File: src/rtl/pacc_pkg.sv
package pacc_pkg;
    typedef enum logic [1:0] {
        ADDR_CNT0 = 2'd0,
        ADDR_CNT1 = 2'd1,
        ADDR_FLAG = 2'd2,
        ADDR_NONE = 2'd3
    } pacc_addr_e;
endpackage

File: src/rtl/pacc_inc.sv
module pacc_inc #(
    parameter int W = 8
) (
    input  logic [W-1:0] val_i,
    input  logic         step_i,
    input  logic         sat_i,
    output logic [W-1:0] nxt_o
);
    localparam logic [W-1:0] MAX = '1;

    always_comb begin
        nxt_o = val_i;
        if (step_i) begin
            if (sat_i && (val_i == MAX)) nxt_o = val_i;
            else                         nxt_o = val_i + 1'b1;
        end
    end
endmodule

File: src/rtl/pacc_ovf_flag.sv
module pacc_ovf_flag (
    input  logic clk,
    input  logic rst_n,
    input  logic set_i,
    input  logic clr_i,
    output logic flag_o
);
    logic flag_d, flag_q;

    always_comb begin
        flag_d = flag_q;
        if (clr_i) flag_d = 1'b0;
        if (set_i) flag_d = 1'b1;
    end

    always_ff @(posedge clk or negedge rst_n) begin
        if (!rst_n) flag_q <= 1'b0;
        else        flag_q <= flag_d;
    end

    assign flag_o = flag_q;

    // a set event leaves the flag high even under a clear
    p_set_wins_r9: assert property (@(posedge clk) disable iff (!rst_n)
        set_i |=> flag_q);
    // a clear without a set drops the flag
    p_clear_r7: assert property (@(posedge clk) disable iff (!rst_n)
        (clr_i && !set_i) |=> !flag_q);
    // with neither event the flag keeps its value
    p_hold_r7: assert property (@(posedge clk) disable iff (!rst_n)
        (!clr_i && !set_i) |=> $stable(flag_q));
endmodule

File: src/rtl/pulse_acc_pair.sv
module pulse_acc_pair #(
    parameter int CNT_W = 8
) (
    input  logic             clk,
    input  logic             rst_n,
    input  logic             edge0_i,
    input  logic             edge1_i,
    input  logic             join_en_i,
    input  logic             cnt0_en_i,
    input  logic             cnt1_en_i,
    input  logic             sat_mode_i,
    input  logic             fast_clr_i,
    input  logic             ovf_ie_i,
    input  logic [1:0]       reg_addr_i,
    input  logic             reg_wr_i,
    input  logic             reg_rd_i,
    input  logic [CNT_W-1:0] reg_wdata_i,
    output logic [CNT_W-1:0] reg_rdata_o,
    output logic [CNT_W-1:0] cnt0_o,
    output logic [CNT_W-1:0] cnt1_o,
    output logic             ovf_flag_o,
    output logic             irq_o
);
    import pacc_pkg::*;

    localparam int              NCNT  = 2;
    localparam int              ACC_W = NCNT * CNT_W;
    localparam logic [CNT_W-1:0] MAX  = '1;

    typedef struct packed {
        logic [NCNT-1:0][CNT_W-1:0] cnt;
    } acc_state_t;

    acc_state_t state_d, state_q;

    pacc_addr_e       addr;
    logic [NCNT-1:0]  wr_cnt;
    logic [NCNT-1:0]  step;
    logic [NCNT-1:0]  sat;
    logic [CNT_W-1:0] inc_nxt [NCNT];
    logic             ovf_set;
    logic             flag_clr;
    logic             cnt_access;
    logic             flag;

    assign addr = pacc_addr_e'(reg_addr_i);

    // Incrementers, one per byte
    for (genvar i = 0; i < NCNT; i++) begin : g_inc
        pacc_inc #(.W(CNT_W)) i_inc (
            .val_i  (state_q.cnt[i]),
            .step_i (step[i]),
            .sat_i  (sat[i]),
            .nxt_o  (inc_nxt[i])
        );
    end

    always_comb begin
        wr_cnt[0]  = reg_wr_i && (addr == ADDR_CNT0);
        wr_cnt[1]  = reg_wr_i && (addr == ADDR_CNT1);
        cnt_access = (reg_wr_i || reg_rd_i) &&
                     ((addr == ADDR_CNT0) || (addr == ADDR_CNT1));
        if (join_en_i) begin
            step[0] = edge0_i && !wr_cnt[0] && !wr_cnt[1];
            step[1] = step[0] && (state_q.cnt[0] == MAX);
            sat     = '0;
        end else begin
            step[0] = cnt0_en_i && edge0_i && !wr_cnt[0];
            step[1] = cnt1_en_i && edge1_i && !wr_cnt[1];
            sat     = {NCNT{sat_mode_i}};
        end
        ovf_set = step[1] && (state_q.cnt[1] == MAX);
        if (fast_clr_i) flag_clr = cnt_access;
        else            flag_clr = reg_wr_i && (addr == ADDR_FLAG) && reg_wdata_i[0];

        for (int i = 0; i < NCNT; i++) begin
            state_d.cnt[i] = wr_cnt[i] ? reg_wdata_i : inc_nxt[i];
        end
    end

    always_ff @(posedge clk or negedge rst_n) begin
        if (!rst_n) state_q <= '0;
        else        state_q <= state_d;
    end

    pacc_ovf_flag i_flag (
        .clk    (clk),
        .rst_n  (rst_n),
        .set_i  (ovf_set),
        .clr_i  (flag_clr),
        .flag_o (flag)
    );

    always_comb begin
        reg_rdata_o = '0;
        case (addr)
            ADDR_CNT0: reg_rdata_o = state_q.cnt[0];
            ADDR_CNT1: reg_rdata_o = state_q.cnt[1];
            ADDR_FLAG: reg_rdata_o[0] = flag;
            default:   reg_rdata_o = '0;
        endcase
    end

    assign cnt0_o     = state_q.cnt[0];
    assign cnt1_o     = state_q.cnt[1];
    assign ovf_flag_o = flag;
    assign irq_o      = flag && ovf_ie_i;

    logic [ACC_W-1:0] acc_flat;
    assign acc_flat = state_q.cnt;

    // a count write lands regardless of edges
    p_wr_load_r10: assert property (@(posedge clk) disable iff (!rst_n)
        (reg_wr_i && addr == ADDR_CNT0) |=> (cnt0_o == $past(reg_wdata_i)));
    // joined value advances by one per edge 0 pulse
    p_join_inc_r3: assert property (@(posedge clk) disable iff (!rst_n)
        (join_en_i && edge0_i && !reg_wr_i && acc_flat != '1)
        |=> (acc_flat == $past(acc_flat) + 1'b1));
    // counter 1 holds at its maximum in saturation mode
    p_sat_hold_r6: assert property (@(posedge clk) disable iff (!rst_n)
        (!join_en_i && sat_mode_i && cnt1_en_i && edge1_i && !reg_wr_i && cnt1_o == MAX)
        |=> (cnt1_o == MAX && ovf_flag_o));
    // writing one to the flag in fast-clear mode keeps it set
    p_fast_no_w1c_r8: assert property (@(posedge clk) disable iff (!rst_n)
        (fast_clr_i && reg_wr_i && addr == ADDR_FLAG && ovf_flag_o) |=> ovf_flag_o);
endmodule

File: config.mk
export PLATFORM = sky130hd
export DESIGN_NAME = pulse_acc_pair
export DESIGN_NICKNAME = d
export VERILOG_FILES = /design/src/rtl/pacc_pkg.sv /design/src/rtl/pacc_inc.sv /design/src/rtl/pacc_ovf_flag.sv /design/src/rtl/pulse_acc_pair.sv
export SDC_FILE = /design/constraint.sdc
export NUM_CORES = 1
export LEC_CHECK = 0
export ABC_AREA = 1
export BUFFER_PORTS_ARGS = -buffer_cell sky130_fd_sc_hd__buf_2
export CAP_MARGIN = 25
export CORE_MARGIN = 3
export CORE_UTILIZATION = 40
export CTS_BUF_LIST = sky130_fd_sc_hd__clkbuf_4 sky130_fd_sc_hd__clkbuf_8
export DETAILED_ROUTE_END_ITERATION = 16
export GPL_ROUTABILITY_DRIVEN = 0
export PLACE_DENSITY_LB_ADDON = 0.3
export SLEW_MARGIN = 20
export SYNTH_ARGS = -nofsm -noshare
export SYNTH_HDL_FRONTEND = slang
export SYNTH_SLANG_ARGS = --single-unit
File: constraint.sdc
create_clock -name clk -period 1.85 [get_ports clk]
set_input_delay 0 -clock clk [delete_from_list [all_inputs] [get_ports clk]]
set_output_delay 0 -clock clk [all_outputs]
set_load 0.01 [all_outputs]
==> reports/summary.txt <==
Status: finished clean
Die area: 4250 um^2
Placed Area: 1670 um^2
Max Cap Viol: 0
Cell mode on critical path: nand2_1
Critical-path cell list: ha_1 > nand3_1 > nor3_2 > nand2_1 > nand2_2 > nand2_4 > nand2_1 > o21ai_1
CP max stage cell: dfrtp_1
CP Capture Type: register
Crit-path leading delay family: simple AND/OR/NAND/NOR gates
Clock Skew: 0.00615 ns
Max FO, Critical Path: 13
Worst Path Class, Setup: reg2reg
Crit path arrival time: 1.73 ns
Period utilization: 0.840
Non-Filler Instances: 303
Post-synth top cells: nand2_1 (70), nand3_1 (30), inv_1 (24), dfrtp_1 (17), o21ai_0 (15)
Post-synthesis net count: 233
Power density cells: 987 nW/um^2
Mapped Cells: 209
Area leader, netlist: dfrtp_1
DR vias/cell: 5.10
Via count: 1544
Least-Margin Pin Slew: 0.386 ns
Chip height: 65.2 um
Initial antenna violation count: 0
Sum of buffers and inverters on the critical path: 0
GRT overflow: 0
Avg WL per Cell: 12.4 um
CP max stage delay: 0.40 ns
Fin Setup TNS: 0 ns
Fraction of registers with async set/reset: 1.00
Yosys reg bits: 17
Power Total: 0.00170 W
Antenna-violating nets left: 0
Initial detailed-routing violation count: 61
Synth warn: 0
Dpl hpwl: 3090 um
Max frequency: 0.644 GHz
Main flop type after synthesis: dfrtp_1
CP Launch Type: register
Vias in the first global route: 1419
Share of cells above drive strength 1: 0.290
P&R area growth vs syn: 22.6%
DRC Markers: 0
Util after Layout: 0.536
Wl on met1: 1800 um
Max-slew violations: 0
Most common cell in the netlist: nand2_1
CTS Root Cell: clkbuf_4
Routed Wire Length: 3760 um
Post-synth EDFFs: 0
Max Used Layer: met4
Met3 wire length: 300 um
IO Pins: 48
Area contributors post-synth: dfrtp_1 (30%), nand2_1 (19%), nand3_1 (11%)
Clk sinks: 17
Area of the core: 3200 um^2
H-tree levels: 1
Site Rows: 20
Antenna diodes: 0
Unrepaired setup endpoints after global routing: false
Final nets: 284
Setup-failing EPs final: 0
CTS clk-pin slew, worst paths: 0.10 ns
Post-Syn Area per Cell: 6.70 um^2
Initial cell density of the core: 0.437
Post-Syn Area: 1400 um^2
Max VDD drop: 545 uV
Drt pass-1 iters: 4
Port bufs: 47
GRT Total Usage: 0.183
Die Wd: 65.2 um
Slew HR: 0.742
CTS tree: yes
Yosys top cell area share: 0.304
CP required: 2.03 ns
Leakage: 0.944 nW
Post-Place Cells: 297
Clk buf depth: 2
Met2 wirelength from detailed routing: 1620 um
Register area share after synthesis: 0.304
Inserted Clock Buffers: 3
First-pass GRT wire length: 6210 um
Post-layout min period: 1.55 ns
Post-Layout Inst Area: 1720 um^2
Largest net degree at the start of global routing: 18
Netlist cell types: 28
Hold Vio Cnt, Final: 0
HP Class: in2reg
Quantity of gates resized following cts: 0
Clock Latency Late Sink: 0.29 ns
report_power, final:
group	switching, W	internal (W)
combinational	0.000486	0.000346
clock	0.000115	0.0000985
sequential	0.000159	0.000491
state kept, by name, summed over array words and instances (netlist names):
| signal | count |
|---|---|
| cnt0_o | 8 |
| cnt1_o | 8 |
| i_flag.flag_o | 1 |
cells in the final DEF, fill, tap and decap left out:
cell / netlist / layout
clkbuf_4: 0 / 4
inv_2: 1 / 1
o221ai_1: 1 / 1
nand3_2: 1 / 1
nor2_1: 8 / 8
nor2_2: 3 / 3
nor3_2: 1 / 1
xor2_1: 1 / 1
or2_2: 2 / 2
nand2_2: 5 / 5
buf_4: 1 / 1
a21oi_4: 1 / 1
nand4_1: 3 / 3
a21oi_1: 1 / 1
inv_1: 24 / 24
dfrtp_1: 17 / 17
o21ai_0: 15 / 15
ha_1: 2 / 2
nand3_1: 30 / 30
o22ai_1: 4 / 4
nand3_4: 2 / 2
o211ai_1: 2 / 2
o21ai_1: 4 / 4
nand2_4: 4 / 4
o21ai_2: 3 / 3
buf_2: 1 / 47
dlygate4sd3_1: 0 / 2
nand2_1: 70 / 70
tightest hold or removal path, cell delays in order:
cell and delay (ns):
buf_2 0.09, o211ai_1 0.12, nand2_1 0.08
cell families after synthesis:
group	Yosys count	share of synthesized area
adder cells (fa/ha/maj)	2	0.0179
AO/OA/AOI/OAI	31	0.137
buffers and inverters	29	0.0894
flip-flops	17	0.304
XOR/XNOR	1	0.00626
AND/OR/NAND/NOR	129	0.446
per-stage QoR:
step / worst slack [ns] / hold slack (ns)
detailed placement: 0.309 / -0.0550
global placement: 0.321 / -0.0563
floorplan: 0.376 / -0.296
finish: 0.297 / 0.0260
global route: 0.119 / 0.0366
CTS: 0.292 / 0.0246
layout make-up:
| class | count | area, um^2 |
|---|---|---|
| Clock buffer | 4 | 30.0 |
| Inverter | 25 | 93.8 |
| Sequential cell | 17 | 425 |
| Tap cell | 44 | 55.1 |
| Fill cell | 345 | 1490 |
| Timing Repair Buffer | 50 | 263 |
| Multi-Input combinational cell | 163 | 850 |
layer usage:
layer / vias up / track usage
li1: 784 / -
met4: 0 / 0.0518
met5: - / 0
met2: 62 / 0.295
met3: 4 / 0.0359
met1: 694 / 0.249
path summary, 6_finish.rpt:
kind | start | end | slack (ns) | cells after the start
max | cnt0_o[1] | cnt0_o[0] | 0.30 | 8
min | fast_clr_i | i_flag.flag_o | 0.03 | 3
max reg2reg | cnt0_o[1] | cnt0_o[0] | 0.30 | 8
min reg2reg | cnt1_o[7] | cnt1_o[7] | 0.54 | 2
max in group asynchronous | rst_n | cnt0_o[1] | 1.42 | 2
min in group asynchronous | rst_n | i_flag.flag_o | 0.15 | 2
timing repair:
item / CTS / global route
setup buffers: 0 / 0
hold buffers: 2 / 0
endpoints found under the hold margin: 18 / 0
Note: power is estimated with default switching activity, not from simulation.
